[src/rtl/bank_trk_pkg.sv]
package bank_trk_pkg;

  typedef enum logic [2:0] {
    ST_IDLE       = 3'd0,
    ST_ACTIVATING = 3'd1,
    ST_ROWACT     = 3'd2,
    ST_READ       = 3'd3,
    ST_WRITE      = 3'd4,
    ST_READ_AP    = 3'd5,
    ST_WRITE_AP   = 3'd6,
    ST_PRECHG     = 3'd7
  } bankState_t;

  typedef enum logic [3:0] {
    CMD_INHIBIT,
    CMD_NOP,
    CMD_ACT,
    CMD_RD,
    CMD_WR,
    CMD_PRE,
    CMD_REF,
    CMD_LMR,
    CMD_BST
  } busCmd_t;

  typedef enum logic [1:0] {
    LD_RCD,
    LD_RP,
    LD_BURST,
    LD_BURST_RP
  } loadSel_t;

  // control -> datapath strobes
  typedef struct packed {
    logic     load;
    loadSel_t sel;
    logic     count;
  } timerStrobe_t;

  // datapath -> control status
  typedef struct packed {
    logic isLast;
    logic rcdZero;
    logic rpZero;
    logic burstZero;
  } timerFlags_t;

endpackage

[src/rtl/cmdDecode.sv]
module cmdDecode
  import bank_trk_pkg::*;
(
  input  logic    csN,
  input  logic    rasN,
  input  logic    casN,
  input  logic    weN,
  input  logic    bankHit,
  output busCmd_t cmd
);

  always_comb begin
    if (csN) begin
      cmd = CMD_INHIBIT;
    end else if (!bankHit) begin
      cmd = CMD_NOP;
    end else begin
      case ({rasN, casN, weN})
        3'b011:  cmd = CMD_ACT;
        3'b101:  cmd = CMD_RD;
        3'b100:  cmd = CMD_WR;
        3'b010:  cmd = CMD_PRE;
        3'b001:  cmd = CMD_REF;
        3'b000:  cmd = CMD_LMR;
        3'b110:  cmd = CMD_BST;
        default: cmd = CMD_NOP;
      endcase
    end
  end

endmodule

[src/rtl/bankTimer.sv]
module bankTimer
  import bank_trk_pkg::*;
#(
  parameter int CNT_W = 4
) (
  input  logic             clk,
  input  logic             rstN,
  input  timerStrobe_t     strb,
  input  logic [CNT_W-1:0] cfgRcd,
  input  logic [CNT_W-1:0] cfgRp,
  input  logic [CNT_W-1:0] cfgBurst,
  output timerFlags_t      flags
);

  localparam int SUM_W = CNT_W + 1;

  // a programmed zero behaves as one cycle
  function automatic logic [SUM_W-1:0] effCycles(input logic [CNT_W-1:0] v);
    return (v == '0) ? SUM_W'(1) : {1'b0, v};
  endfunction

  logic [SUM_W-1:0] timerQ;
  logic [SUM_W-1:0] loadVal;
  logic [SUM_W-1:0] rcdEff, rpEff, burstEff;

  assign rcdEff   = effCycles(cfgRcd);
  assign rpEff    = effCycles(cfgRp);
  assign burstEff = effCycles(cfgBurst);

  always_comb begin
    case (strb.sel)
      LD_RCD:      loadVal = rcdEff - SUM_W'(1);
      LD_RP:       loadVal = rpEff - SUM_W'(1);
      LD_BURST:    loadVal = burstEff - SUM_W'(1);
      default:     loadVal = burstEff + rpEff - SUM_W'(1);
    endcase
  end

  always_ff @(posedge clk) begin
    if (!rstN) begin
      timerQ <= '0;
    end else if (strb.load) begin
      timerQ <= loadVal;
    end else if (strb.count && timerQ != '0) begin
      timerQ <= timerQ - SUM_W'(1);
    end
  end

  assign flags.isLast    = (timerQ == SUM_W'(1));
  assign flags.rcdZero   = (rcdEff == SUM_W'(1));
  assign flags.rpZero    = (rpEff == SUM_W'(1));
  assign flags.burstZero = (burstEff == SUM_W'(1));

endmodule

[src/rtl/bankCtrl.sv]
module bankCtrl
  import bank_trk_pkg::*;
(
  input  logic         clk,
  input  logic         rstN,
  input  logic         cke,
  input  busCmd_t      cmd,
  input  logic         apFlag,
  input  timerFlags_t  flags,
  output timerStrobe_t strb,
  output bankState_t   stateQ,
  output logic         illegalQ
);

  logic       ckePrevQ;
  logic       tracked;
  logic       legal;
  logic       realCmd;
  bankState_t nextState;
  bankState_t accState;
  bankState_t preState;
  logic       accLoad;
  loadSel_t   accSel;

  assign tracked = cke & ckePrevQ;
  assign realCmd = (cmd != CMD_NOP) && (cmd != CMD_INHIBIT);

  // target of a column command, shared by row-open and burst states
  always_comb begin
    accState = ST_ROWACT;
    accLoad  = 1'b0;
    accSel   = LD_BURST;
    if (apFlag) begin
      accState = (cmd == CMD_RD) ? ST_READ_AP : ST_WRITE_AP;
      accLoad  = 1'b1;
      accSel   = LD_BURST_RP;
    end else if (!flags.burstZero) begin
      accState = (cmd == CMD_RD) ? ST_READ : ST_WRITE;
      accLoad  = 1'b1;
    end
    preState = flags.rpZero ? ST_IDLE : ST_PRECHG;
  end

  always_comb begin
    nextState = stateQ;
    legal     = 1'b1;
    strb      = '0;
    case (stateQ)
      ST_IDLE: begin
        case (cmd)
          CMD_ACT: begin
            if (flags.rcdZero) begin
              nextState = ST_ROWACT;
            end else begin
              nextState = ST_ACTIVATING;
              strb.load = 1'b1;
              strb.sel  = LD_RCD;
            end
          end
          CMD_RD, CMD_WR, CMD_BST: legal = 1'b0;
          default: ;
        endcase
      end
      ST_ROWACT: begin
        case (cmd)
          CMD_RD, CMD_WR: begin
            nextState = accState;
            strb.load = accLoad;
            strb.sel  = accSel;
          end
          CMD_PRE: begin
            nextState = preState;
            strb.load = !flags.rpZero;
            strb.sel  = LD_RP;
          end
          CMD_ACT, CMD_REF, CMD_LMR, CMD_BST: legal = 1'b0;
          default: ;
        endcase
      end
      ST_READ, ST_WRITE: begin
        strb.count = 1'b1;
        if (flags.isLast) nextState = ST_ROWACT;
        case (cmd)
          CMD_RD, CMD_WR: begin
            nextState  = accState;
            strb.count = 1'b0;
            strb.load  = accLoad;
            strb.sel   = accSel;
          end
          CMD_PRE: begin
            nextState  = preState;
            strb.count = 1'b0;
            strb.load  = !flags.rpZero;
            strb.sel   = LD_RP;
          end
          CMD_BST: begin
            nextState  = ST_ROWACT;
            strb.count = 1'b0;
          end
          CMD_ACT, CMD_REF, CMD_LMR: legal = 1'b0;
          default: ;
        endcase
      end
      default: begin
        // timed windows: opening, precharging, auto-precharge bursts
        strb.count = 1'b1;
        if (flags.isLast) begin
          nextState = (stateQ == ST_ACTIVATING) ? ST_ROWACT : ST_IDLE;
        end
        if (realCmd) legal = 1'b0;
      end
    endcase
    if (!tracked) begin
      nextState = stateQ;
      legal     = 1'b1;
      strb      = '0;
    end
  end

  always_ff @(posedge clk) begin
    if (!rstN) begin
      stateQ   <= ST_IDLE;
      illegalQ <= 1'b0;
      ckePrevQ <= 1'b1;
    end else begin
      stateQ   <= nextState;
      illegalQ <= tracked & ~legal;
      ckePrevQ <= cke;
    end
  end

endmodule

[src/rtl/bankTracker.sv]
module bankTracker
  import bank_trk_pkg::*;
#(
  parameter int CNT_W = 4
) (
  input  logic             clk,
  input  logic             rstN,
  input  logic             cke,
  input  logic             csN,
  input  logic             rasN,
  input  logic             casN,
  input  logic             weN,
  input  logic             apFlag,
  input  logic             bankHit,
  input  logic [CNT_W-1:0] cfgRcd,
  input  logic [CNT_W-1:0] cfgRp,
  input  logic [CNT_W-1:0] cfgBurst,
  output logic [2:0]       stateCode,
  output logic             illegalCmd,
  output logic             bankReady
);

  busCmd_t      cmd;
  timerStrobe_t strb;
  timerFlags_t  flags;
  bankState_t   stateQ;

  cmdDecode u_decode (
    .csN     (csN),
    .rasN    (rasN),
    .casN    (casN),
    .weN     (weN),
    .bankHit (bankHit),
    .cmd     (cmd)
  );

  bankCtrl u_ctrl (
    .clk      (clk),
    .rstN     (rstN),
    .cke      (cke),
    .cmd      (cmd),
    .apFlag   (apFlag),
    .flags    (flags),
    .strb     (strb),
    .stateQ   (stateQ),
    .illegalQ (illegalCmd)
  );

  bankTimer #(.CNT_W(CNT_W)) u_timer (
    .clk      (clk),
    .rstN     (rstN),
    .strb     (strb),
    .cfgRcd   (cfgRcd),
    .cfgRp    (cfgRp),
    .cfgBurst (cfgBurst),
    .flags    (flags)
  );

  assign stateCode = stateQ;
  assign bankReady = (stateQ == ST_IDLE) || (stateQ == ST_ROWACT);

endmodule

[config.mk]
export PLATFORM = sky130hd
export DESIGN_NAME = bankTracker
export DESIGN_NICKNAME = d
export VERILOG_FILES = /design/src/rtl/bank_trk_pkg.sv /design/src/rtl/cmdDecode.sv /design/src/rtl/bankTimer.sv /design/src/rtl/bankCtrl.sv /design/src/rtl/bankTracker.sv
export SDC_FILE = /design/constraint.sdc
export NUM_CORES = 1
export LEC_CHECK = 0
export BUFFER_PORTS_ARGS = -buffer_cell sky130_fd_sc_hd__buf_2
export CORE_MARGIN = 4
export CORE_UTILIZATION = 30
export DETAILED_ROUTE_END_ITERATION = 6
export SKIP_LAST_GASP = 1
export SYNTH_ARGS = -nofsm -noshare
export SYNTH_HDL_FRONTEND = slang
export SYNTH_HIERARCHICAL = 1
export SYNTH_SLANG_ARGS = --single-unit
[constraint.sdc]
create_clock -name clk -period 2.2 [get_ports clk]
set_input_delay 0.11 -clock clk [delete_from_list [all_inputs] [get_ports clk]]
set_output_delay 0.11 -clock clk [all_outputs]
set_load 0.03 [all_outputs]
==> results by group <==
Die
  – Die area: 0.006812 sq mm
  – FP Rows: 26
  – Initial Util: 31.82%
  – Core Box Area: 0.005238 sq mm
  – # IOs: 26
  – Die width: 82.54 microns
  – Die height: 82.54 microns

Min path
  – Hold path cells: 2
  – Hold Path Origin: cke
  – HP Class: in -> reg
  – Hold EP: u_ctrl/ckePrevQ

Timing
  – Period minus WS final: 2.171 ns
  – Final Skew: 0.002331 ns
  – Worst-Margin Slew: 0.3750 ns
  – Slew Viols, Final: 0
  – RSZ-0062 raised after global routing: yes
  – Max Clk Rate: approximately 0.46 GHz
  – Count of final hold-check violations: 0
  – Final Cycle Share: 98.70%
  – Setup violations, final: 0
  – Worst slew margin: about three quarters

Worst setup path
  – Critical path launch point type: primary input
  – Buf/Inv on CP: 1
  – Slowest CP cell: maj3_2
  – CP top delay family: compound AO/OA/AOI/OAI gates
  – R2r worst-path depth: 8
  – Arr. time, crit path: 2.30 ns
  – Reg2reg end: u_timer/timerQ[2]
  – Worst reg2reg setup slack: 0.13 ns
  – Crit Path Class: in -> reg
  – Worst Path Max Fanout: 4
  – RR Startpoint: u_ctrl/stateQ[0]
  – Most common cell on crit path: and4bb_2
  – CP peak stage delay: 0.32 ns
  – Crit path capture type: register
  – Required @ worst endpoint: 2.33 ns
  – Sequence of cells on the critical path: buf_8 > maj3_2 > nor2_4 > and4bb_2 > a211o_1 > nand2_2 > a21oi_4 > a211oi_4 > and4bb_2 > mux2i_1 > o21ai_1 > o211a_1

Synthesis
  – Asr flop ratio synth: 0%
  – Yosys warning total: 6
  – Predominant post-synthesis flop cell: dfxtp_1
  – Top-count cell post-synth: inv_1
  – Area of the mapped netlist: 0.001667 sq mm
  – Post-synthesis area per instance: 7.575 sq um
  – Syn Nets: roughly 260
  – Unique cell type count in the Yosys netlist: 69
  – Number of synthesized flops with an enable pin: 0
  – Mapped Cells: 220
  – Sequential area share after synthesis: 12.01%
  – Synth top area share: 12.01%
  – Area contributors post-synth: dfxtp_1 12%, ha_1 11%, inv_1 5.0%
  – Cell accounting for the most synthesized area: dfxtp_1
  – Yosys reg bits: 10
  – Commonest cells in the netlist: 22 x inv_1, 18 x nor2_1, 14 x a21oi_1, 14 x ha_1, 14 x nand2_1

Layout
  – ANT cells: 0
  – Final Util: 45.80%
  – Layout cell share with drive strength beyond 1: 40.27%
  – Final net count: around 330
  – Syn-to-layout area delta: 43.92%

Clock tree
  – Clock-pin transition on the worst setup and hold timing paths: roughly 0.05 ns
  – Num CTS Buffers: 3
  – Clk Tree Root Cell: clkbuf_8
  – CTS tree: built
  – CTS Sinks: 10
  – H-tree depth: 1
  – Max clock buf depth: 2
  – Clock Latency Late Sink: 0.24 ns

GRT
  – Met2 Usage GRT: 24.92%
  – GRT Overall Usage: 14.37%
  – Gr busiest metal: met2
  – First-pass GRT wire length: 7700 microns
  – Grt total ovfl: 0
  – Number of global-route vias before repair: 1,740
  – Initial antenna violation count: 0
  – Met1 usage: between 10% and 20%
  – Largest net degree at the start of global routing: 11
  – Met3 Track Usage GR: about 3.3%

Routing
  – Vias/cell: 5.190
  – Drt initial violations: 118
  – Final wirelength: 4580 microns
  – Via count: roughly 1,900
  – Residual DRC count: 0
  – Drt pass-1 iters: 4
  – ANT nets after route: 0
  – DR WL/cell: 12.62 microns

Placed design
  – GP Congestion: 0.8299
  – HPWL Detailed: 3781 microns
  – IO Port Bufs: 25

Power and ir drop
  – Total power: around 0.64 mW
  – Power Density: 268.3 mW/mm^2
  – Lkg Pwr: between 1 and 1.5 nW
  – Maximum VDD drop: 0.1552 mV

Status
  – Status: finished clean

Run
  – Max_cap viols: 0
[cell families after synthesis]
group / share of synthesized area [%]
XOR/XNOR: 3.154
AND/OR/NAND/NOR: 29.20
adder cells (fa/ha/maj): 12.99
multiplexers: 4.054
flip-flops: 12.01
AO/OA/AOI/OAI: 29.43
buffers and inverters: 9.159
[per-layer routing]
metal	share of wire, %	wire (microns)	vias up
li1	-	-	955
met1	46	2122	888
met2	49	2227	37
met3	4.5	205	4
met4	0.52	24	0
met5	0	0	-
[registers in the layout, indices dropped and copies added, names as in the netlist]
name	count
u_ctrl/stateQ	3
u_ctrl/illegalQ	1
u_timer/timerQ	5
u_ctrl/ckePrevQ	1
[placed cells by master, fill, tap and decap left out, types with 7 or more instances in the layout]
cell type  Yosys  routed
nor3_1         7       7
nand2_1       14      13
dfxtp_1       10       8
nor2_1        18      16
buf_2          4      22
buf_4          0      53
a21oi_1       14      13
inv_1         22      22
ha_1          14      14
o21ai_0       10       9
[how the worst max path moves through the flow]
stage                   from  cells after the start  slack (ns)                 to
floorplan                csN                     12      -0.007  u_timer/timerQ[1]
global placement         weN                     13       -0.13  u_timer/timerQ[2]
detailed placement  cfgRp[3]                     13       -0.19  u_timer/timerQ[0]
CTS                     rasN                     12        0.05  u_timer/timerQ[0]
global route            casN                     12       -0.09  u_timer/timerQ[4]
finish                   weN                     12        0.03  u_timer/timerQ[4]
[metrics by stage]
stage	hold slack, ns	instances	area [sq um]	setup TNS, ns	setup WS (ns)
global route	0.1020	363	2399	-0.2455	-0.08555
detailed placement	0.3365	357	2238	-1.034	-0.1859
CTS	0.09032	360	2280	0	0.04973
finish	0.09068	363	2399	0	0.02853
floorplan	0.1830	220	1702	-0.007292	-0.007292
global placement	0.3240	357	2238	-0.7365	-0.1323
[timing repair]
action	in CTS	in global routing
buffers inserted	0	3
resized for setup	0	22
hold buffers	0	0
endpoints found under the setup margin	0	5
[worst reg2reg max path, delay by kind of cell (launching register included)]
family                 cells  cell delay, ns
buffers and inverters      3            0.54
flip-flops                 1            0.53
AND/OR/NAND/NOR            3            0.51
AO/OA/AOI/OAI              2            0.37
[power by group]
part / switching (mW) / internal, mW
Sequential: 0.00237 / 0.184
Combinational: 0.132 / 0.134
Clock: 0.0719 / 0.120
Total: 0.206 / 0.438
[area by class of cell]
cell class                 instances  area, sq um
multi-input combinational        177         1413
tap                               70        87.58
timing repair buffer              80        568.0
inverter                          23        86.33
sequential                        10        202.7
fill                             544         2839
clock buffer                       3        41.29
(Power assumes the default switching activity.)
